<file path="src/rtl/clkrst_pkg.sv">
package clkrst_pkg;

   // upper limit of slots handled by the link table encoding
   localparam int MAX_SLOTS = 64;
   // bits per entry of the slot-to-reset link table
   localparam int LINK_FW   = 8;

   typedef enum logic {
      BANK_RST = 1'b0,
      BANK_CLK = 1'b1
   } bank_e;

   // default link table: slot s uses reset bit s
   function automatic logic [MAX_SLOTS*LINK_FW-1:0] identity_links();
      logic [MAX_SLOTS*LINK_FW-1:0] t;
      t = '0;
      for (int s = 0; s < MAX_SLOTS; s++) begin
         t[s*LINK_FW +: LINK_FW] = LINK_FW'(s);
      end
      return t;
   endfunction

endpackage

</file>
<file path="src/rtl/clkrst_decode.sv">
module clkrst_decode #(
   parameter int ADDR_W      = 12,
   parameter int NUM_WORDS   = 2,
   parameter int RST_BASE    = 'h040,
   parameter int CLK_BASE    = 'h080,
   parameter int WORD_STRIDE = 'h010,
   localparam int WIDX_W     = (NUM_WORDS > 1) ? $clog2(NUM_WORDS) : 1
) (
   input  logic [ADDR_W-1:0] addr,
   output logic              hit,
   output clkrst_pkg::bank_e bank,
   output logic              is_clr,
   output logic [WIDX_W-1:0] word_idx
);
   import clkrst_pkg::*;

   always_comb begin
      hit      = 1'b0;
      bank     = BANK_RST;
      is_clr   = 1'b0;
      word_idx = '0;
      for (int w = 0; w < NUM_WORDS; w++) begin
         if (addr == ADDR_W'(RST_BASE + w*WORD_STRIDE)) begin
            hit = 1'b1; bank = BANK_RST; is_clr = 1'b0; word_idx = WIDX_W'(w);
         end
         if (addr == ADDR_W'(RST_BASE + w*WORD_STRIDE + 4)) begin
            hit = 1'b1; bank = BANK_RST; is_clr = 1'b1; word_idx = WIDX_W'(w);
         end
         if (addr == ADDR_W'(CLK_BASE + w*WORD_STRIDE)) begin
            hit = 1'b1; bank = BANK_CLK; is_clr = 1'b0; word_idx = WIDX_W'(w);
         end
         if (addr == ADDR_W'(CLK_BASE + w*WORD_STRIDE + 4)) begin
            hit = 1'b1; bank = BANK_CLK; is_clr = 1'b1; word_idx = WIDX_W'(w);
         end
      end
   end

endmodule

</file>
<file path="src/rtl/clkrst_word.sv">
module clkrst_word #(
   parameter int               DATA_W    = 32,
   parameter logic [DATA_W-1:0] RESET_VAL = '1
) (
   input  logic              clk,
   input  logic              rst_n,
   input  logic              set_en,
   input  logic              clr_en,
   input  logic [DATA_W-1:0] mask,
   output logic [DATA_W-1:0] q
);

   always_ff @(posedge clk or negedge rst_n) begin
      if (!rst_n) begin
         q <= RESET_VAL;
      end else if (set_en) begin
         q <= q | mask;
      end else if (clr_en) begin
         q <= q & ~mask;
      end
   end

endmodule

</file>
<file path="src/rtl/clkrst_status.sv">
module clkrst_status #(
   parameter int NUM_SLOTS = 64,
   parameter logic [NUM_SLOTS-1:0] INV_CLK_MASK = '0,
   parameter logic [NUM_SLOTS-1:0] RST_LINK_MASK = '1,
   parameter logic [clkrst_pkg::MAX_SLOTS*clkrst_pkg::LINK_FW-1:0] RST_LINK_IDX =
      clkrst_pkg::identity_links()
) (
   input  logic [NUM_SLOTS-1:0] stop_bits,
   input  logic [NUM_SLOTS-1:0] rst_bits,
   output logic [NUM_SLOTS-1:0] clk_en,
   output logic [NUM_SLOTS-1:0] slot_on
);
   import clkrst_pkg::*;

   // unlinked slots leave some reset bits unread here
   logic unused_rst;
   assign unused_rst = ^rst_bits;

   for (genvar s = 0; s < NUM_SLOTS; s++) begin : g_slot
      localparam int LI = int'(RST_LINK_IDX[s*LINK_FW +: LINK_FW]);

      if (INV_CLK_MASK[s]) begin : g_inv
         assign clk_en[s] = stop_bits[s];
      end else begin : g_norm
         assign clk_en[s] = ~stop_bits[s];
      end

      if (RST_LINK_MASK[s]) begin : g_link
         if (LI >= NUM_SLOTS) begin : g_bad_link
            $error("reset link index out of range");
         end
         assign slot_on[s] = clk_en[s] & ~rst_bits[LI];
      end else begin : g_free
         assign slot_on[s] = clk_en[s];
      end
   end

endmodule

</file>
<file path="src/rtl/clkrst_bank.sv">
module clkrst_bank #(
   parameter int ADDR_W      = 12,
   parameter int DATA_W      = 32,
   parameter int NUM_SLOTS   = 64,
   parameter int RST_BASE    = 'h040,
   parameter int CLK_BASE    = 'h080,
   parameter int WORD_STRIDE = 'h010,
   parameter logic [NUM_SLOTS-1:0] INV_CLK_MASK  = NUM_SLOTS'(64'h0000_0000_0000_4000),
   parameter logic [NUM_SLOTS-1:0] RST_LINK_MASK = NUM_SLOTS'(64'hFFFF_FFFB_FFFF_FFFE),
   parameter logic [clkrst_pkg::MAX_SLOTS*clkrst_pkg::LINK_FW-1:0] RST_LINK_IDX =
      clkrst_pkg::identity_links()
) (
   input  logic                 clk,
   input  logic                 rst_n,
   input  logic                 sel,
   input  logic                 wr,
   input  logic [ADDR_W-1:0]    addr,
   input  logic [DATA_W-1:0]    wdata,
   output logic [DATA_W-1:0]    rdata,
   output logic [NUM_SLOTS-1:0] rst_out,
   output logic [NUM_SLOTS-1:0] clk_en,
   output logic [NUM_SLOTS-1:0] slot_on
);
   import clkrst_pkg::*;

   localparam int NUM_WORDS = NUM_SLOTS / DATA_W;
   localparam int WIDX_W    = (NUM_WORDS > 1) ? $clog2(NUM_WORDS) : 1;
   localparam logic [NUM_SLOTS-1:0] CLK_RESET_IMG = ~INV_CLK_MASK;

   if (NUM_SLOTS % DATA_W != 0) begin : g_bad_split
      $error("slot count must be a multiple of the word width");
   end
   if (NUM_SLOTS > MAX_SLOTS) begin : g_bad_slots
      $error("slot count exceeds link table capacity");
   end
   if (DATA_W != 32) begin : g_bad_width
      $error("clear alias at +4 requires 32-bit words");
   end
   if (WORD_STRIDE < 8) begin : g_bad_stride
      $error("word stride must leave room for the clear alias");
   end

   logic              hit;
   bank_e             bank;
   logic              is_clr;
   logic [WIDX_W-1:0] word_idx;
   logic              wr_go;

   clkrst_decode #(
      .ADDR_W(ADDR_W), .NUM_WORDS(NUM_WORDS), .RST_BASE(RST_BASE),
      .CLK_BASE(CLK_BASE), .WORD_STRIDE(WORD_STRIDE)
   ) u_dec (
      .addr(addr), .hit(hit), .bank(bank), .is_clr(is_clr), .word_idx(word_idx)
   );

   assign wr_go = sel & wr & hit;

   logic [DATA_W-1:0] rst_word [NUM_WORDS];
   logic [DATA_W-1:0] clk_word [NUM_WORDS];

   for (genvar w = 0; w < NUM_WORDS; w++) begin : g_word
      logic sel_w;
      assign sel_w = wr_go && (word_idx == WIDX_W'(w));

      clkrst_word #(.DATA_W(DATA_W), .RESET_VAL('1)) u_rst (
         .clk(clk), .rst_n(rst_n),
         .set_en(sel_w && bank == BANK_RST && !is_clr),
         .clr_en(sel_w && bank == BANK_RST &&  is_clr),
         .mask(wdata), .q(rst_word[w])
      );

      clkrst_word #(.DATA_W(DATA_W), .RESET_VAL(CLK_RESET_IMG[w*DATA_W +: DATA_W])) u_clk (
         .clk(clk), .rst_n(rst_n),
         .set_en(sel_w && bank == BANK_CLK && !is_clr),
         .clr_en(sel_w && bank == BANK_CLK &&  is_clr),
         .mask(wdata), .q(clk_word[w])
      );

      assign rst_out[w*DATA_W +: DATA_W] = rst_word[w];
   end

   logic [NUM_SLOTS-1:0] stop_bits;
   for (genvar w = 0; w < NUM_WORDS; w++) begin : g_flat
      assign stop_bits[w*DATA_W +: DATA_W] = clk_word[w];
   end

   always_comb begin
      rdata = '0;
      if (sel && !wr && hit) begin
         rdata = (bank == BANK_CLK) ? clk_word[word_idx] : rst_word[word_idx];
      end
   end

   clkrst_status #(
      .NUM_SLOTS(NUM_SLOTS), .INV_CLK_MASK(INV_CLK_MASK),
      .RST_LINK_MASK(RST_LINK_MASK), .RST_LINK_IDX(RST_LINK_IDX)
   ) u_stat (
      .stop_bits(stop_bits), .rst_bits(rst_out), .clk_en(clk_en), .slot_on(slot_on)
   );

endmodule

</file>
<file path="config.mk">
export PLATFORM = sky130hd
export DESIGN_NAME = clkrst_bank
export DESIGN_NICKNAME = d
export VERILOG_FILES = /design/src/rtl/clkrst_pkg.sv /design/src/rtl/clkrst_decode.sv /design/src/rtl/clkrst_word.sv /design/src/rtl/clkrst_status.sv /design/src/rtl/clkrst_bank.sv
export SDC_FILE = /design/constraint.sdc
export NUM_CORES = 1
export LEC_CHECK = 0
export BUFFER_PORTS_ARGS = -buffer_cell sky130_fd_sc_hd__buf_2
export CAP_MARGIN = 20
export CORE_AREA = 5 5 174 92
export DETAILED_ROUTE_END_ITERATION = 8
export DIE_AREA = 0 0 179 97
export PLACE_DENSITY = 0.79
export SLEW_MARGIN = 0
export SYNTH_ARGS = -nofsm -noshare
export SYNTH_HDL_FRONTEND = slang
export SYNTH_SLANG_ARGS = --single-unit
</file>
<file path="constraint.sdc">
create_clock -name clk -period 4.7 [get_ports clk]
set_input_delay 1.175 -clock clk [delete_from_list [all_inputs] [get_ports clk]]
set_output_delay 1.175 -clock clk [all_outputs]
set_load 0.05 [all_outputs]
</file>
## After elaboration in Yosys (flattened, before gate mapping)

Cells that the tools add are included.

- $lt $le $gt $ge: 1
- Equal/unequal tests: 8
- Muxes and demuxes: 41
- Bitwise operators: 201
- Reductions and logical operators: 22

Operator list:

| kind | count |
|---|---|
| 32-bit 2-to-1 mux | 16 |
| 32-bit AND | 4 |
| 32-bit bitwise OR | 4 |
| 1-bit NOT | 127 |
| 1-bit AND | 64 |
| 12-bit by 7-bit == test with 1-bit output, second input constant | 4 |
| 12-bit by 8-bit == test with 1-bit output, second input constant | 4 |
| 32-bit NOT | 1 |
| 1-bit 2-to-1 mux | 25 |
| 1-bit logical AND | 16 |
| 2-bit nonzero test | 4 |
| 2-bit >= comparator, second input constant | 1 |
| 1-bit logical NOT | 2 |
| 1-bit NOT with 2-bit output | 1 |

- Register bits: 128
- Input bits: 48
- Word-level logic and storage cells: 277

## Depth between registers and ports, before layout

Gate-level depths: netlist of the first run.

- Depth after elaboration: 15
- Depth in mapped cells: 7

## Modules after synthesis

Synthesis of the first run repeated with hierarchy kept, for this count alone.

- Cell total of the unflattened synthesis: 669
- Area, all modules: 6767.7 um^2

Modules (own cells, without submodules):

| module | instances | cells an instance | area an instance (um^2) | seq. area each (um^2) |
|---|---|---|---|---|
| clkrst_word (g_word[0].u_rst ...) | 3 | 102 | 1290.0 | 840.8 |
| clkrst_word (g_word[0].u_clk) | 1 | 102 | 1288.7 | 839.6 |
| clkrst_bank | 1 | 126 | 1052.3 | 0.0 |
| clkrst_status | 1 | 128 | 501.7 | 0.0 |
| clkrst_decode | 1 | 7 | 55.1 | 0.0 |

## Worst setup path before layout of the first run

No wires, ideal clock.

- Path type: input port to output port
- From: in addr[5]
- To: out rdata[14]
- Arrival: 3.551 ns
- Required time: 3.525 ns
- Setup slack: -0.026 ns
- Stages: 7
- Buffers on the path: 3
- Path through: or4_1 > buf_2 > or4_1 > buf_2 > buf_6 > mux2i_1 > o22ai_1

- Word-level cells in the longest chain between the ends: 11

RTL lines:

| item | RTL line | text |
|---|---|---|
| start: declaration | clkrst_bank.sv:17 | `input logic [ADDR_W-1:0] addr,` |
| 12-bit by 7-bit == test with 1-bit output | clkrst_decode.sv:23 | `if (addr == ADDR_W'(RST_BASE + w*WORD_STRIDE)) begin` |
| 1-bit 2-to-1 mux | clkrst_decode.sv:23 |  |
| 1-bit 2-to-1 mux | clkrst_decode.sv:26 | `if (addr == ADDR_W'(RST_BASE + w*WORD_STRIDE + 4)) begin` |
| 1-bit 2-to-1 mux | clkrst_decode.sv:29 | `if (addr == ADDR_W'(CLK_BASE + w*WORD_STRIDE)) begin` |
| 1-bit 2-to-1 mux | clkrst_decode.sv:32 | `if (addr == ADDR_W'(CLK_BASE + w*WORD_STRIDE + 4)) begin` |
| 1-bit 2-to-1 mux / 1-bit NOT with 2-bit output (equally long branches) | clkrst_decode.sv:23, clkrst_bank.sv:90 |  |
| 1-bit 2-to-1 mux / 32-bit 2-to-1 mux (equally long branches) | clkrst_decode.sv:26, clkrst_bank.sv:90 |  |
| 1-bit 2-to-1 mux / 32-bit 2-to-1 mux (equally long branches) | clkrst_decode.sv:29, clkrst_bank.sv:90 |  |
| 1-bit 2-to-1 mux / 32-bit 2-to-1 mux (equally long branches) | clkrst_decode.sv:32, clkrst_bank.sv:90 |  |
| 1-bit logical AND / 32-bit 2-to-1 mux (equally long branches) | clkrst_bank.sv:89, clkrst_bank.sv:90 |  |
| 32-bit 2-to-1 mux (*) | clkrst_bank.sv:89 | `if (sel && !wr && hit) begin` |
| end: declaration | clkrst_bank.sv:19 | `output logic [DATA_W-1:0] rdata,` |

Mark *: on every way between the ends. The rest lies on a longest branch, timed or not. The select of a mux whose other input is x is not followed.

## Worst setup path after layout of the first run

- From: in addr[5]
- To: out rdata[28]

Same word-level chain as after synthesis.

==> results.yml, run 1 <==
run_status:
  outcome: "completed"
detailed_routing:
  antenna_left: 0
  via_per_inst: 6.12
  vias: 7087
  firstDrtPassIters: 5
  wl_um: 23600
  drcViolationCount: 0
  routedWlPerCell_um: 20.4
  drtIter0Drc: 661
timing:
  slew_viol_final: 0
  fin_crit_ps: 4580
  finalHoldViolCount: 0
  relSlewSlack_pct: 46.2
  setup_tns_ps: 0
  layout_worst_path_cycle_share_pct: 97.4
  grt_setup_unrepaired: "no"
  fin_skew_ps: 0
  setup_viol: 0
  tightest_slew_ps: 807
  fmax_mhz: 218
synth:
  synthArstFlopShare_pct: 100
  synth_edf_count: 0
  ys_ff_latch: 128
  avgSynthCellArea_um2: 9.24
  yosys_warnings: 0
  synth_cell_type_count: 27
  post-synth-top-area-cell: "dfstp_2"
  ys_top_cells_by_area: "dfstp_2 (49%), a31oi_1 (23%), mux2i_1 (4.7%), clkbuf_1 (4.0%), nor2_1 (3.6%)"
  synth_nets: 788
  synth-main-ff-cell: "dfstp_2"
  netlist.area_leader.share_pct: 48.8
  synthCells: 740
  seq_area_frac_synth_pct: 49.1
  netlist_area_um2: 6840
hold_path:
  hp-class: "reg2reg"
cts:
  cts_max_path_buffers: 2
  hold_buffers: 0
  clock_sinks: 128
  cts_tree: "done"
  postCtsSetupRepairBufs: 0
  htree_levels: 4
  insertion_delay_ps: 400
  clk_transition_reported_paths_ps: 60
  numCtsBuffers: 17
  cts_root_buffer: "clkbuf_16"
  cts_resized: 0
power_and_ir_drop:
  switching_power_mw: 0.609
  p_total_mw: 2.63
  p_leak_nw: 3.56
  ir_drop_mv: 0.242
  internal-power_mw: 2.02
  p_comb_share_pct: 5.5
  cellPowerDensity_nw_per_um2: 290
  power_frac_seq_pct: 42.7
  pwr-share-clk_pct: 51.8
  p_sw_share_pct: 23.2
critical_path:
  cp_max_fo: 10
  r2r_cells: 2
  endpoint: "rdata[28]"
  worst_path_most_repeated_cell: "buf_2"
  crit_cells: 7
  crit_chain: "buf_2 -> or4_1 -> or4_2 -> buf_4 -> mux2i_1 -> o22ai_2 -> buf_2"
  cpLargestDelayFamily: "simple AND/OR/NAND/NOR gates"
  cp-startpoint: "addr[5]"
  slowest_delay_ps: 760
  critPathLaunchType: "primary input"
  crit_type: "in2out"
  cp.arrival_ps: 3400
  r2r_slack_ps: 3780
  slowest_stage: "or4_2"
  cp-end-kind: "primary output"
  required_ps: 3520
  crit_buf_inv: 3
cells_and_area:
  fill_cells: 1174
  final_cells: 1158
  drive_above_1_share_pct: 51.5
  final_area_um2: 9060
  area_delta_synth_final_pct: 32.5
  num-nets-final: 994
place:
  routabilityCongestion: 0.819
  place_area_um2: 8440
  portBuffers: 271
  hpwlAfterDp_um: 15500
  post-place-cells: 1125
global_route:
  grt_usage_pct: 26.1
  grt_pass1_vias: 7123
  grt_pass1_wl_um: 37000
  antenna_found_initial: 1
  grt_overflow: 0
  grt_start_max_net_pins: 67
die:
  rows: 31
  io_pins: 272
  core_um2: 14200
  die_w_um: 179
  design.die.area_um2: 17400
  initial_core_util_pct: 48.1
  die_y_um: 97
job:
  cap_violations: 0
==> cell usage in the layout, fill, tap and decap left out, drive strengths merged <==
master    count
clkbuf       20
or3           1
nand2         1
clkinvlp      5
dfrtp         1
nor2b         1
a31oi       256
and3          1
and2          4
nand2b        3
nor4          2
clkinv        3
nor2         65
bufinv        3
o22ai        32
nor3          1
diode         1
xnor2         1
nand4b        2
nand3b        1
a2111o        1
mux2i        32
a22oi        32
inv          64
dfstp       127
or4           2
buf         298
==> worst min-delay path by stage <==
stage	startpoint	endpoint	slack [ps]	depth (start not counted)
global route	flop	flop	570	2
CTS	flop	flop	560	2
global placement	flop	flop	540	2
floorplan	flop	flop	530	2
detailed placement	flop	flop	550	2
finish	flop	flop	560	2
==> layout make-up <==
cell class	count	area (um^2)	share of cell area (%)
Clock inverter	12	159	1.75
Sequential cell	128	3360	37.1
Clock buffer	20	457	5.04
Antenna cell	1	2.50	0.0276
Tap cell	198	248	2.73
Multi-Input combinational cell	438	2990	33.0
Timing Repair Buffer	298	1610	17.8
Inverter	63	236	2.61
==> routing by layer <==
| metal | wire [um] | share of wire (%) | up-vias | GRT usage, % |
|---|---|---|---|---|
| met3 | 1610 | 6.8 | 42 | 4.05 |
| met2 | 12000 | 51 | 351 | 44.3 |
| li1 | - | - | 3187 | - |
| met4 | 460 | 2.0 | 0 | 10.4 |
| met5 | 0 | 0 | - | 0 |
| met1 | 9490 | 40 | 3507 | 33.2 |
==> metrics by stage <==
stage               hold WS, ps  utilization [%]  worst slack (ps)
floorplan                   528                -               123
global placement            544             59.3               165
detailed placement          551             59.3               127
CTS                         560             63.6               125
global route                571             63.7              49.1
finish                      561             63.7               123
==> logic make-up (layout without fill, tap and decap cells) <==
group / count (synthesis) / count (layout) / synth area share [%]
flip-flops: 128 / 128 / 49.1
XOR/XNOR: 1 / 1 / 0.128
AO/OA/AOI/OAI: 321 / 321 / 30.0
AND/OR/NAND/NOR: 84 / 84 / 5.47
other: 0 / 1 / 0
buffers and inverters: 174 / 393 / 10.6
multiplexers: 32 / 32 / 4.68
==> worst register-to-register path, stage by stage, from the launching register on <==
cell and delay, ps:
dfstp_2 570, a31oi_1 50, a31oi_1 220
==> cells in the mapped netlist (all sizes together) (2+ instances only) <==
cell,n
clkbuf,72
mux2i,32
nand2b,3
and2,4
a31oi,256
buf,39
or4,2
dfstp,127
nor2,65
inv,63
nor4,2
o22ai,32
a22oi,32
nand4b,2
==> power by group through the flow <==
| stage | sequential [mW] | clock (mW) | combinational [mW] |
|---|---|---|---|
| 6_report | 1.12 | 1.36 | 0.144 |
| 3_3_place_gp | 1.14 | 0 | 0.140 |
| 5_1_grt | 1.12 | 1.43 | 0.156 |
| 3_5_place_dp | 1.14 | 0 | 0.143 |
| 4_1_cts | 1.12 | 1.38 | 0.144 |
| 2_1_floorplan | 1.14 | 0 | 0.0774 |
(Power assumes the default switching activity.)
==> run 2: changes to the inputs <==
--- a/config.mk
+++ b/config.mk
@@ -5,12 +5,13 @@
 export SDC_FILE = /design/constraint.sdc
 export NUM_CORES = 1
 export LEC_CHECK = 0
+export ABC_AREA = 1
 export BUFFER_PORTS_ARGS = -buffer_cell sky130_fd_sc_hd__buf_2
 export CAP_MARGIN = 20
-export CORE_AREA = 5 5 174 92
+export CORE_AREA = 5 5 184 97
 export DETAILED_ROUTE_END_ITERATION = 8
-export DIE_AREA = 0 0 179 97
-export PLACE_DENSITY = 0.79
+export DIE_AREA = 0 0 189 102
+export PLACE_DENSITY = 0.81
 export SLEW_MARGIN = 0
 export SYNTH_ARGS = -nofsm -noshare
 export SYNTH_HDL_FRONTEND = slang
==> run 2 against run 1 <==
  * Synthesized cell count grew 67%
  * Power down 0.98%
  * Via count grew 26%
  * Highest routed layer is now met5
  * Sequential share of layout area is 4.0 points lower
  * Sequential cell count unchanged
  * Count of clock-buffer cells in the layout decreased by 1
  * Final area grew 12%
  * Maximum frequency up 8.7%
  * Largest cell class is now multi-input combinational cells
==> results.yml, run 2 <==
cells_and_area:
  area_delta_synth_final_pct: 23.8
  antenna_cells: 0
  fill_cells: 1480
  num-nets-final: 1516
  drive_above_1_share_pct: 31.0
  multi_input_area_um2: 3420
  regArea_um2: 3360
  final_util_pct: 63.3
  final_common_cell: "buf_2"
  final_cell_mix: "buf_2 (270), nand2_1 (266), inv_1 (265)"
synth:
  ys_ff_latch: 128
  synthCells: 1235
  avgSynthCellArea_um2: 6.65
  synth_edf_count: 0
  synth_nets: 1283
  synth_most_common_cell: "nand2_1"
  post-synth-top-area-cell: "dfstp_2"
  netlist_area_um2: 8220
  synth_cell_type_count: 25
  netlist.area_leader.share_pct: 40.6
  yosys_warnings: 0
  ys_top_cells_by_area: "dfstp_2 (41%), nand2_1 (12%), inv_1 (12%), nand3_1 (9.9%), nor2_1 (7.4%)"
  synthArstFlopShare_pct: 100
  synth-main-ff-cell: "dfstp_2"
  yosys-top-cells-count: "nand2_1 (266), inv_1 (265), nor2_1 (163)"
  seq_area_frac_synth_pct: 40.9
global_route:
  grt_pass1_vias: 8212
  antenna_found_initial: 2
  grt_start_max_net_pins: 97
  grt_usage_pct: 27.8
  grt_pass1_wl_um: 42900
  grt_overflow: 0
critical_path:
  crit_chain: "buf_2 -> nor2_1 -> nand2_1 -> nor2_8 -> nand2_4 -> buf_4 -> nand3_1 -> a21oi_1 -> buf_2"
  crit_cells: 9
  crit_buf_inv: 3
  worst_path_most_repeated_cell: "buf_2"
  r2r_slack_ps: 3770
  cp_max_fo: 65
  cpLargestDelayFamily: "buffers and inverters"
  endpoint: "rdata[2]"
  slowest_delay_ps: 640
  slowest_stage: "buf_4"
  required_ps: 3520
  cp.arrival_ps: 3040
  crit_type: "in2out"
  cp-startpoint: "addr[3]"
  critPathLaunchType: "primary input"
  cp-end-kind: "primary output"
  r2r_cells: 4
power_and_ir_drop:
  internal-power_mw: 2.00
  p_sw_share_pct: 23.2
  p_leak_nw: 5.24
  p_comb_share_pct: 4.1
  switching_power_mw: 0.603
  power_frac_seq_pct: 42.7
  pwr-share-clk_pct: 53.3
  cellPowerDensity_nw_per_um2: 256
  ir_drop_mv: 0.212
detailed_routing:
  dr_wl_met3_um: 2980
  drtIter0Drc: 915
  firstDrtPassIters: 6
  highest_layer: "met5"
  via_per_inst: 5.28
  wl_met1_um: 12100
  wl_um: 27500
  wl_met2_um: 12000
  drcViolationCount: 0
  vias: 8922
  routedWlPerCell_um: 16.3
  antenna_left: 0
timing:
  setup_viol: 0
  fmax_mhz: 237
  slew_viol_final: 0
  setup_tns_ps: 0
  layout_worst_path_cycle_share_pct: 89.6
  fin_skew_ps: 0
  fin_crit_ps: 4210
  tightest_slew_ps: 1150
  relSlewSlack_pct: 23.0
  grt_setup_unrepaired: "no"
  finalHoldViolCount: 0
cts:
  postCtsSetupRepairBufs: 0
  cts_max_path_buffers: 2
  insertion_delay_ps: 400
  hold_buffers: 0
  cts_resized: 0
  htree_levels: 4
  cts_tree: "done"
  clock_sinks: 128
  cts_root_buffer: "clkbuf_16"
  numCtsBuffers: 17
  clk_transition_reported_paths_ps: 60
die:
  die_w_um: 189
  io_pins: 272
  design.die.area_um2: 19300
  initial_core_util_pct: 51.2
  die_y_um: 102
  core_um2: 16100
  rows: 33
place:
  portBuffers: 271
  hpwlAfterDp_um: 18900
  routabilityCongestion: 0.884
job:
  cap_violations: 0
hold_path:
  hp-class: "reg2reg"
run_status:
  outcome: "completed"
run 2: changes by cell type in the layout (fill, tap and decap cells not counted), moves of 32 or more:
cell	delta
nand3_1	+162
inv_1	+202
o21ai_1	+60
mux2i_1	-32
a22oi_1	-32
nor2_1	+100
nand2_1	+265
a31oi_1	-256
nor3_1	+33
a21oi_1	+32
nand4_1	+33
run 2: power by group through the flow:
stage          logic [mW]  registers (mW)  clock network, mW
2_1_floorplan      0.0319            1.12                  0
3_3_place_gp        0.103            1.12                  0
3_5_place_dp        0.105            1.12                  0
4_1_cts             0.106            1.11               1.40
5_1_grt             0.117            1.11               1.45
6_report            0.106            1.11               1.38
run 2: layout make-up:
| type | count | area share (%) |
|---|---|---|
| multi-input combinational | 766 | 33.6 |
| inverter | 271 | 10.0 |
| tap | 210 | 2.58 |
| clock inverter | 12 | 1.58 |
| timing repair buffer | 284 | 14.7 |
| sequential | 128 | 33.1 |
| clock buffer | 19 | 4.45 |
run 2: kinds of logic after synthesis:
| family | Yosys count | synth area share, % |
|---|---|---|
| AND/OR/NAND/NOR | 670 | 35.6 |
| buffers and inverters | 341 | 17.6 |
| flip-flops | 128 | 40.9 |
| AO/OA/AOI/OAI | 96 | 5.85 |
run 2: worst min path at each step:
stage | startpoint | to | slack, ps | cells past startpoint
finish | flop | flop | 510 | 2
global placement | flop | flop | 490 | 2
detailed placement | flop | flop | 500 | 2
CTS | flop | flop | 510 | 2
floorplan | flop | flop | 480 | 2
global route | flop | flop | 530 | 2
run 2: metal layers:
metal,vias up,GRT usage (%)
li1,4241,-
met1,4150,39.1
met2,482,43.8
met3,45,6.76
met4,4,6.77
met5,-,0
run 2: through the flow:
stage | std cells | cell area (um^2) | power, mW | worst slack (ps) | hold WS [ps]
global route | 1690 | 10200 | 2.68 | 356 | 531
finish | 1690 | 10200 | 2.60 | 489 | 510
floorplan | 1235 | 8220 | 1.16 | 718 | 479
CTS | 1690 | 10200 | 2.61 | 522 | 511
global placement | 1659 | 9560 | 1.23 | 576 | 486
detailed placement | 1659 | 9560 | 1.23 | 533 | 502
run 2: worst register-to-register path, delay by kind of cell (launching register included):
family                 cells  cell delay, ps
DFF                        1             570
AOI/OAI and AO/OA          1              60
buffers and inverters      2             170
and+or+nand+nor            1              70
==> run 3: changes to the inputs <==
--- a/config.mk
+++ b/config.mk
@@ -8,10 +8,10 @@
 export ABC_AREA = 1
 export BUFFER_PORTS_ARGS = -buffer_cell sky130_fd_sc_hd__buf_2
 export CAP_MARGIN = 20
-export CORE_AREA = 5 5 184 97
+export CORE_AREA = 5 5 178 94
 export DETAILED_ROUTE_END_ITERATION = 8
-export DIE_AREA = 0 0 189 102
-export PLACE_DENSITY = 0.81
+export DIE_AREA = 0 0 183 99
+export PLACE_DENSITY = 0.86
 export SLEW_MARGIN = 0
 export SYNTH_ARGS = -nofsm -noshare
 export SYNTH_HDL_FRONTEND = slang
==> constraint.sdc (replaced) <==
create_clock -name clk -period 5.3 [get_ports clk]
set_input_delay 1.325 -clock clk [delete_from_list [all_inputs] [get_ports clk]]
set_output_delay 1.325 -clock clk [all_outputs]
set_load 0.05 [all_outputs]
==> run 3 against run 2 <==
  * First-iteration DRC count shrank 26%
  * Register-to-register slack gained 620 ps
  * Clock power shrank 4%
  * Clock skew is the same
  * Count of clock-buffer cells in the layout grew 1
  * Critical path type unchanged
  * Critical endpoint is now rdata[21]
  * Highest routed layer unchanged
==> results.yml, run 3 (same netlist as run 2, synthesis figures left out) <==
run_status:
  outcome: "completed"
cells_and_area:
  drive_above_1_share_pct: 31.0
  final_common_cell: "buf_2"
  antenna_cells: 0
  fill_cells: 1285
  final_cells: 1686
  final_cell_mix: "buf_2 (270), nand2_1 (266), inv_1 (265)"
  final_util_pct: 68.0
  num-nets-final: 1517
  area_delta_synth_final_pct: 24.2
critical_path:
  cp_max_fo: 33
  cp.arrival_ps: 3290
  critPathLaunchType: "primary input"
  slowest_delay_ps: 600
  cpLargestDelayFamily: "buffers and inverters"
  crit_chain: "buf_2 -> nor2_1 -> nand2_1 -> nor2_8 -> nand2_4 -> inv_2 -> nand3_1 -> a21oi_1 -> buf_2"
  cp-end-kind: "primary output"
  required_ps: 3970
  slowest_stage: "inv_2"
  crit_type: "in2out"
  worst_path_most_repeated_cell: "buf_2"
  crit_buf_inv: 3
die:
  die_y_um: 99
  initial_core_util_pct: 54.7
  core_um2: 15000
  io_pins: 272
  design.die.area_um2: 18100
  die_w_um: 183
  rows: 32
timing:
  setup_tns_ps: 0
  finalHoldViolCount: 0
  fin_crit_ps: 4620
  holdWs_ps: 504
  fin_skew_ps: 0
  fmax_mhz: 217
  grt_setup_unrepaired: "no"
  tightest_slew_ps: 999
  slew_viol_final: 0
  relSlewSlack_pct: 33.2
  setup_viol: 0
  layout_worst_path_cycle_share_pct: 87.1
  setup_slack_ps: 685
hold_path:
  hp-class: "reg2reg"
global_route:
  grt_pass1_wl_um: 42500
  grt_pass1_vias: 8446
  antenna_found_initial: 2
  grt_overflow: 0
  grt_start_max_net_pins: 72
  grt_usage_pct: 28.7
place:
  post-place-cells: 1654
  place_ws_ps: 735
  portBuffers: 271
  hpwlAfterDp_um: 18700
  routabilityCongestion: 0.977
detailed_routing:
  wl_um: 26900
  routedWlPerCell_um: 16.0
  antenna_left: 0
  via_per_inst: 5.29
  firstDrtPassIters: 6
  drtIter0Drc: 679
  vias: 8921
  drcViolationCount: 0
power_and_ir_drop:
  p_leak_nw: 5.27
  cellPowerDensity_nw_per_um2: 235
  ir_drop_mv: 0.159
cts:
  htree_levels: 4
  cts_tree: "done"
  hold_buffers: 0
  cts_root_buffer: "clkbuf_16"
  cts_resized: 0
  cts_max_path_buffers: 2
  numCtsBuffers: 17
  insertion_delay_ps: 400
  clock_sinks: 128
  postCtsSetupRepairBufs: 0
  clk_transition_reported_paths_ps: 60
job:
  cap_violations: 0
## run 3: changes by cell type in the layout (fill, tap and decap cells not counted), sizes merged
cell      delta
buf          +1
bufinv       +2
clkbuf       +1
clkinv       -1
clkinvlp     -2
inv          +1
## run 3: power by group
group	switching, mW	internal [mW]	leakage [nW]
Combinational	0.0721	0.0230	3.62
Sequential	0.000294	0.983	1.34
Clock	0.453	0.865	0.317
Total	0.525	1.87	5.27
## run 3: per-layer routing
metal | global-route usage (%) | vias up | part of all wire [%]
met5 | 0 | - | 0.052
met4 | 8.07 | 4 | 1.6
met3 | 6.23 | 38 | 11
met2 | 44.7 | 463 | 45
met1 | 40.5 | 4172 | 43
li1 | - | 4244 | -
## run 3: worst paths after layout
| kind | start | to | slack, ps | cells past startpoint |
|---|---|---|---|---|
| setup reg to reg | flop | flop | 4390 | 4 |
| setup / recovery | addr[10] | rdata[21] | 680 | 9 |
| max in group asynchronous | rst_n | asynchronous set/reset pin | 3440 | 2 |
| hold / removal | flop | flop | 500 | 2 |
| min in group asynchronous | rst_n | asynchronous set/reset pin | 1000 | 1 |
| hold reg to reg | flop | flop | 500 | 2 |
## run 3: cell type report
cell class                 instances  area, um^2  area share [%]
timing repair buffer             285        1500            14.7
clock inverter                    12         205            2.01
sequential                       128        3360            32.9
inverter                         271        1020            9.97
clock buffer                      20         457            4.47
multi-input combinational        766        3410            33.5
tap                              204         255            2.50
## run 3: metrics by stage
step / instance area [um^2] / power, mW
floorplan: 8220 / 1.03
CTS: 10200 / 2.41
finish: 10200 / 2.40
global route: 10200 / 2.46
detailed placement: 9550 / 1.09
global placement: 9520 / 1.09
## run 3: worst min-delay path: stages (launching register included)
cell and delay (ps):
dfstp_2 370, nor2_1 90, nor2_1 40
